--- config.mk ---
export PLATFORM = sky130hd
export DESIGN_NAME = opshift_unit
export DESIGN_NICKNAME = d
export VERILOG_FILES = /design/src/rtl/opshift_pkg.sv /design/src/rtl/opshift_rotimm.sv /design/src/rtl/opshift_amtsel.sv /design/src/rtl/opshift_barrel.sv /design/src/rtl/opshift_unit.sv
export SDC_FILE = /design/constraint.sdc
export NUM_CORES = 1
export LEC_CHECK = 0
export ABC_AREA = 1
export BUFFER_PORTS_ARGS = -buffer_cell sky130_fd_sc_hd__buf_4
export CAP_MARGIN = 20
export CORE_ASPECT_RATIO = 0.9
export CORE_UTILIZATION = 35
export DETAILED_ROUTE_END_ITERATION = 10
export GPL_TIMING_DRIVEN = 0
export SLEW_MARGIN = 20
export SYNTH_ARGS = -nofsm -noshare
export SYNTH_HDL_FRONTEND = slang
export SYNTH_SLANG_ARGS = --single-unit
--- constraint.sdc ---
create_clock -name vclk -period 5.2
set_input_delay 0 -clock vclk [all_inputs]
set_output_delay 0 -clock vclk [all_outputs]
set_load 0.02 [all_outputs]
--- src/rtl/opshift_pkg.sv ---
`timescale 1ns/1ps
package opshift_pkg;

    typedef enum logic [1:0] {
        SHK_LSL = 2'b00,
        SHK_LSR = 2'b01,
        SHK_ASR = 2'b10,
        SHK_ROR = 2'b11
    } shk_e;

    typedef enum logic [1:0] {
        SRC_ROTIMM  = 2'b00,
        SRC_IMMAMT  = 2'b01,
        SRC_REGAMT  = 2'b10,
        SRC_REGAMT2 = 2'b11
    } src_e;

    // decoded shift request handed to the barrel stage
    typedef struct packed {
        shk_e kind;
        logic rrx;
    } shop_t;

    function automatic logic src_is_reg_amount(input src_e s);
        return s[1];
    endfunction

endpackage

--- src/rtl/opshift_rotimm.sv ---
`timescale 1ns/1ps
module opshift_rotimm #(
    parameter int DATA_W = 32,
    parameter int IMM_W  = 8,
    parameter int ROT_W  = 4
) (
    input  logic [IMM_W-1:0]  imm_byte,
    input  logic [ROT_W-1:0]  imm_rot,
    input  logic              carry_in,
    output logic [DATA_W-1:0] value,
    output logic              carry
);
    localparam int RAMT_W = ROT_W + 1;
    localparam int EXT_W  = 2 * DATA_W;

    logic [RAMT_W-1:0] rot_amt;
    logic [DATA_W-1:0] base;
    logic [EXT_W-1:0]  doubled;

    assign rot_amt = {imm_rot, 1'b0};
    assign base    = DATA_W'(imm_byte);
    assign doubled = {base, base} >> rot_amt;

    always_comb begin
        value = doubled[DATA_W-1:0];
        carry = (imm_rot == '0) ? carry_in : doubled[DATA_W-1];
    end

    always_comb begin
        // rotation never gains or loses set bits
        a_r1_bits_kept: assert ($countones(value) == $countones(imm_byte))
            else $error("rotated constant changed its population count");
        // no rotation leaves the byte in the low lanes
        if (imm_rot == '0) begin
            a_r1_low_lanes: assert (value[DATA_W-1:IMM_W] == '0)
                else $error("unrotated constant spilled into upper bits");
        end
    end

endmodule

--- src/rtl/opshift_amtsel.sv ---
`timescale 1ns/1ps
module opshift_amtsel
    import opshift_pkg::*;
#(
    parameter int AMT_W  = 5,
    parameter int RAMT_W = 8
) (
    input  src_e              src,
    input  shk_e              kind,
    input  logic [AMT_W-1:0]  sh_imm,
    input  logic [RAMT_W-1:0] amt_byte,
    output logic [RAMT_W-1:0] amount,
    output shop_t             op
);
    localparam logic [RAMT_W-1:0] FULL_AMT = RAMT_W'(1 << AMT_W);

    always_comb begin
        op.kind = kind;
        op.rrx  = 1'b0;
        amount  = amt_byte;
        if (!src_is_reg_amount(src)) begin
            amount = RAMT_W'(sh_imm);
            if (sh_imm == '0) begin
                unique case (kind)
                    SHK_LSR, SHK_ASR: amount = FULL_AMT;
                    SHK_ROR:          op.rrx = 1'b1;
                    default:          amount = '0;
                endcase
            end
        end
    end

    always_comb begin
        // register amounts come from the low byte verbatim
        if (src_is_reg_amount(src)) begin
            a_r7_low_byte: assert (amount == amt_byte && !op.rrx)
                else $error("register amount not taken from low byte");
        end
        // instruction right shifts always move by 1..32
        if (src == SRC_IMMAMT && (kind == SHK_LSR || kind == SHK_ASR)) begin
            a_r4_right_range: assert (amount != '0 && amount <= FULL_AMT)
                else $error("instruction right shift outside 1..32");
        end
    end

endmodule

--- src/rtl/opshift_barrel.sv ---
`timescale 1ns/1ps
module opshift_barrel
    import opshift_pkg::*;
#(
    parameter int DATA_W = 32,
    parameter int RAMT_W = 8
) (
    input  logic [DATA_W-1:0] data,
    input  shop_t             op,
    input  logic [RAMT_W-1:0] amount,
    input  logic              carry_in,
    output logic [DATA_W-1:0] result,
    output logic              carry
);
    localparam int AMT_W = $clog2(DATA_W);
    localparam int EXT_W = 2 * DATA_W;
    localparam logic [RAMT_W-1:0] FULL_AMT = RAMT_W'(DATA_W);
    localparam logic [RAMT_W-1:0] OVER_AMT = RAMT_W'(DATA_W + 1);

    logic [RAMT_W-1:0] amt_cap;
    logic [EXT_W-1:0]  lsl_t;
    logic [EXT_W-1:0]  lsr_t;
    logic [EXT_W-1:0]  asr_t;
    logic [EXT_W-1:0]  ror_t;

    // anything past one beyond the width behaves like one beyond it
    assign amt_cap = (amount > OVER_AMT) ? OVER_AMT : amount;
    assign lsl_t   = {{DATA_W{1'b0}}, data} << amt_cap;
    assign lsr_t   = {data, {DATA_W{1'b0}}} >> amt_cap;
    assign asr_t   = $signed({data, {DATA_W{1'b0}}}) >>> amt_cap;
    assign ror_t   = {data, data} >> amount[AMT_W-1:0];

    always_comb begin
        result = data;
        carry  = carry_in;
        if (op.rrx) begin
            result = {carry_in, data[DATA_W-1:1]};
            carry  = data[0];
        end else if (amount != '0) begin
            unique case (op.kind)
                SHK_LSL: begin
                    result = lsl_t[DATA_W-1:0];
                    carry  = lsl_t[DATA_W];
                end
                SHK_LSR: begin
                    result = lsr_t[EXT_W-1:DATA_W];
                    carry  = lsr_t[DATA_W-1];
                end
                SHK_ASR: begin
                    result = asr_t[EXT_W-1:DATA_W];
                    carry  = asr_t[DATA_W-1];
                end
                default: begin
                    result = ror_t[DATA_W-1:0];
                    carry  = ror_t[DATA_W-1];
                end
            endcase
        end
    end

    always_comb begin
        // the rotate through carry moves exactly one bit each way
        if (op.rrx) begin
            a_r6_rrx_edges: assert (result[DATA_W-1] == carry_in && carry == data[0])
                else $error("rotate through carry edges wrong");
        end
        // overshifted logical shifts clear everything
        if (!op.rrx && amount > FULL_AMT && (op.kind == SHK_LSL || op.kind == SHK_LSR)) begin
            a_r9_wide_zero: assert (result == '0 && !carry)
                else $error("overshift left residue");
        end
        // wide arithmetic shift fills with the sign
        if (!op.rrx && amount >= FULL_AMT && op.kind == SHK_ASR) begin
            a_r10_sign_fill: assert ((result == '0 || result == '1)
                                     && result[0] == data[DATA_W-1] && carry == data[DATA_W-1])
                else $error("wide arithmetic shift not sign filled");
        end
        // a rotation keeps every bit of the input
        if (!op.rrx && op.kind == SHK_ROR) begin
            a_r11_rot_keeps: assert ($countones(result) == $countones(data))
                else $error("rotation changed population count");
        end
    end

endmodule

--- src/rtl/opshift_unit.sv ---
`timescale 1ns/1ps
module opshift_unit
    import opshift_pkg::*;
#(
    parameter int DATA_W = 32,
    parameter int IMM_W  = 8,
    parameter int ROT_W  = 4,
    parameter int RAMT_W = 8
) (
    input  logic [1:0]                 op_sel,
    input  logic [1:0]                 sh_kind,
    input  logic [IMM_W-1:0]           imm_byte,
    input  logic [ROT_W-1:0]           imm_rot,
    input  logic [$clog2(DATA_W)-1:0]  sh_imm,
    input  logic [DATA_W-1:0]          reg_val,
    input  logic [DATA_W-1:0]          amt_reg,
    input  logic                       carry_in,
    output logic [DATA_W-1:0]          operand,
    output logic                       carry_out
);
    localparam int AMT_W = $clog2(DATA_W);

    src_e              src;
    shk_e              kind;
    shop_t             op;
    logic [RAMT_W-1:0] amount;
    logic [DATA_W-1:0] rot_value;
    logic              rot_carry;
    logic [DATA_W-1:0] sh_value;
    logic              sh_carry;
    logic              amt_hi_unused;
    logic [AMT_W-1:0]  lsl_src_idx;

    assign src           = src_e'(op_sel);
    assign kind          = shk_e'(sh_kind);
    assign amt_hi_unused = ^amt_reg[DATA_W-1:RAMT_W];

    opshift_rotimm #(
        .DATA_W (DATA_W),
        .IMM_W  (IMM_W),
        .ROT_W  (ROT_W)
    ) u_rotimm (
        .imm_byte (imm_byte),
        .imm_rot  (imm_rot),
        .carry_in (carry_in),
        .value    (rot_value),
        .carry    (rot_carry)
    );

    opshift_amtsel #(
        .AMT_W  (AMT_W),
        .RAMT_W (RAMT_W)
    ) u_amtsel (
        .src      (src),
        .kind     (kind),
        .sh_imm   (sh_imm),
        .amt_byte (amt_reg[RAMT_W-1:0]),
        .amount   (amount),
        .op       (op)
    );

    opshift_barrel #(
        .DATA_W (DATA_W),
        .RAMT_W (RAMT_W)
    ) u_barrel (
        .data     (reg_val),
        .op       (op),
        .amount   (amount),
        .carry_in (carry_in),
        .result   (sh_value),
        .carry    (sh_carry)
    );

    always_comb begin
        if (src == SRC_ROTIMM) begin
            operand   = rot_value;
            carry_out = rot_carry;
        end else begin
            operand   = sh_value;
            carry_out = sh_carry;
        end
    end

    assign lsl_src_idx = AMT_W'(DATA_W - int'(sh_imm));

    always_comb begin
        // instruction left shift carries out the last bit leaving the top
        if (op_sel == 2'b01 && sh_kind == 2'b00 && sh_imm != '0) begin
            a_r3_lsl_carry: assert (carry_out == reg_val[lsl_src_idx])
                else $error("left shift carry is not the last bit shifted out");
        end
        // an unrotated constant keeps the incoming carry
        if (op_sel == 2'b00 && imm_rot == '0) begin
            a_r2_carry_kept: assert (carry_out == carry_in)
                else $error("unrotated constant disturbed the carry");
        end
    end

endmodule

==> results.py <==
metrics = {
    "status": {
        "status": "complete, no violations",
    },
    "sta": {
        "setup_tns_ns": 0,
        "finalCritPeriodShare_pct": 69.5,
        "min_period_ns": 3.62,
        "rsz0062_at_grt": "false",
        "slew_viol_final": 0,
        "finalWorstSetupSlack_ns": 1.58,
        "timing.fmax_mhz": 277,
        "hold_viol": 0,
        "timing.hold.ws_ns": 0.444,
        "finalSetupViolCount": 0,
        "worst_slew_pin_slew_ns": 0.883,
        "slew_headroom_pct": 40.8,
    },
    "synth": {
        "synth_xor_area_share_pct": 0,
        "ys_types": 42,
        "synth_nets": 1840,
        "ys_warn_count": 0,
        "synth_area_per_cell_um2": 4.56,
        "synth_top_family_by_area": "simple AND/OR/NAND/NOR gates",
        "ys_seq_area_share_pct": 0,
        "synth_mux_area_share_pct": 2.28,
        "synth_compound_area_share_pct": 20.6,
        "syn_area_mm2": 0.00797,
        "synthSimpleGateAreaFrac_pct": 60.8,
        "synth_fa_ha_area_share_pct": 0.785,
        "synthCells": 1749,
    },
    "routing": {
        "ant_nets": 0,
        "via_per_inst": 6.18,
        "drt_wl_total_um": 53900,
        "post_drt_wl_per_cell_um": 25.2,
        "firstDrtPassIters": 7,
        "vias": 13200,
        "drc": 0,
        "drt_iter0_markers": 2542,
    },
    "placed_design": {
        "io_buffer_count": 92,
        "pre_cts_slack_ns": 1.90,
        "dp_hpwl_um": 43900,
        "gp_congestion": 1.21,
    },
    "grt": {
        "grt_pass1_vias": 11600,
        "antenna_found_initial": 0,
        "grt_pass1_wl_um": 76700,
        "grt.overflow.total": 0,
        "grtUsageTotal_pct": 44.6,
        "grt_start_max_net_pins": 11,
    },
    "final_layout": {
        "nClkBuffers": 0,
        "regArea_um2": 0,
        "final_nets": 1934,
        "design.seq.count": 0,
        "fillers": 2687,
        "drive_gt1_share_pct": 9.83,
        "syn2layout_area_growth_pct": 13.5,
    },
    "floorplanning": {
        "ios": 119,
        "rows": 52,
        "die_area_mm2": 0.0234,
        "initial_utilization_pct": 35.5,
        "die_x_um": 161,
        "core_mm2": 0.0224,
        "chipHeight_um": 145,
    },
    "worst_setup_path": {
        "cp.required_ns": 5.20,
        "setup.worst_path.start_class": "input pin",
        "cp_common_cell": "nand2_1",
        "critPathKind": "input pin to primary output",
        "crit_path_max_fanout": 10,
        "cp_data_arrival_time_ns": 3.62,
        "slowest_delay_ns": 0.69,
        "path_cells": "buf_4, inv_1, ha_1, inv_1, nor2_1, nand4_1, nand3_2, nor2_2, inv_2, buf_2, buf_1, nand3_1, nand3_1, nand3_1, nand3_1, nand2_1, nand2_1, nand2_1, o21ai_0, nand2_1, nand2_1, nand2_1, buf_4",
        "worst_setup_path_end_kind": "primary output",
        "crit_slowest_cell": "buf_1",
    },
    "hold_path": {
        "hp-class": "input pin to primary output",
    },
    "flow_run": {
        "drv_cap": 0,
    },
    "clock_network": {
        "hold_buffers": 0,
        "post_cts_buffers": 0,
        "ctsResizeCount": 0,
    },
}
worst max-delay path: cells and delay by family:
kind / cells / cell delay, ns
buf+inv: 7 / 1.42
fa+ha+maj: 1 / 0.26
simple gates: 14 / 1.77
compound gates: 1 / 0.13
synthesized netlist by cell type (2+ instances only):
master	n	area share [%]
a21oi_1	42	2.6
a22oi_1	4	0.38
a31oi_1	10	0.78
buf_1	12	0.57
buf_2	31	1.9
buf_4	13	1.2
buf_6	10	1.4
clkbuf_1	54	2.5
clkinv_1	4	0.19
ha_1	5	0.78
inv_1	156	7.3
inv_2	7	0.33
mux2i_1	17	2.1
nand2_1	689	32
nand2_2	4	0.31
nand2_4	3	0.42
nand3_1	336	21
nand3_2	2	0.25
nand3b_1	4	0.38
nand4_1	6	0.47
nor2_1	73	3.4
nor2_2	7	0.55
nor3_1	2	0.13
o211ai_1	31	2.9
o21ai_0	159	10
o21ai_1	38	2.4
o22ai_1	7	0.55
or2_1	6	0.47
or2_2	4	0.31
layer usage:
layer,vias to the layer above,track usage [%],part of all wire [%]
met3,183,20.4,18
met5,-,0,0
met2,1138,57.3,36
met1,5996,62.6,41
met4,0,17.5,5.0
li1,5922,-,-
final timing paths:
kind	startpoint	to	slack, ns	depth (start not counted)
max	sh_kind[0]	operand[31]	1.58	23
min	reg_val[12]	operand[11]	0.44	6
metrics by stage:
step | util [%] | cells | cell area [um2]
floorplan | - | 1749 | 7970
global placement | 40.2 | 2138 | 9030
finish | 40.3 | 2141 | 9050
CTS | 40.3 | 2138 | 9040
global route | 40.3 | 2138 | 9040
detailed placement | 40.3 | 2138 | 9040
cells in the final DEF, fill, tap and decap left out, types with 2 or more instances in the layout:
cell and count:
diode_2 3, a22oi_1 4, o21ai_0 159, nor2_2 7, clkinv_1 4, ha_1 5, nand4_1 6, nand2_1 689
buf_4 105, o21ai_1 38, inv_1 156, nand3_2 2, clkbuf_1 54, or2_2 4, inv_2 7, or2_1 6
buf_2 31, nand2_4 3, mux2i_1 17, a31oi_1 10, buf_6 10, buf_1 12, a21oi_1 42, nand3b_1 4
o22ai_1 7, nor2_1 73, nand2_2 4, o211ai_1 31, nand3_1 336
cell families (layout without fill, tap and decap cells):
family                   after synthesis  after routing
adder cells (fa/ha/maj)                5              5
buffers and inverters                287            379
multiplexers                          18             18
other                                  0              3
AO/OA/AOI/OAI                        299            299
AND/OR/NAND/NOR                     1140           1140
cell type report:
cell class / instances / area [um2] / share of cell area, %
Antenna cell: 3 / 7.51 / 0.0830
Tap cell: 297 / 372 / 4.11
Inverter: 167 / 627 / 6.93
Multi-Input combinational cell: 1462 / 6740 / 74.5
Buffer: 120 / 613 / 6.78
Timing Repair Buffer: 92 / 691 / 7.63
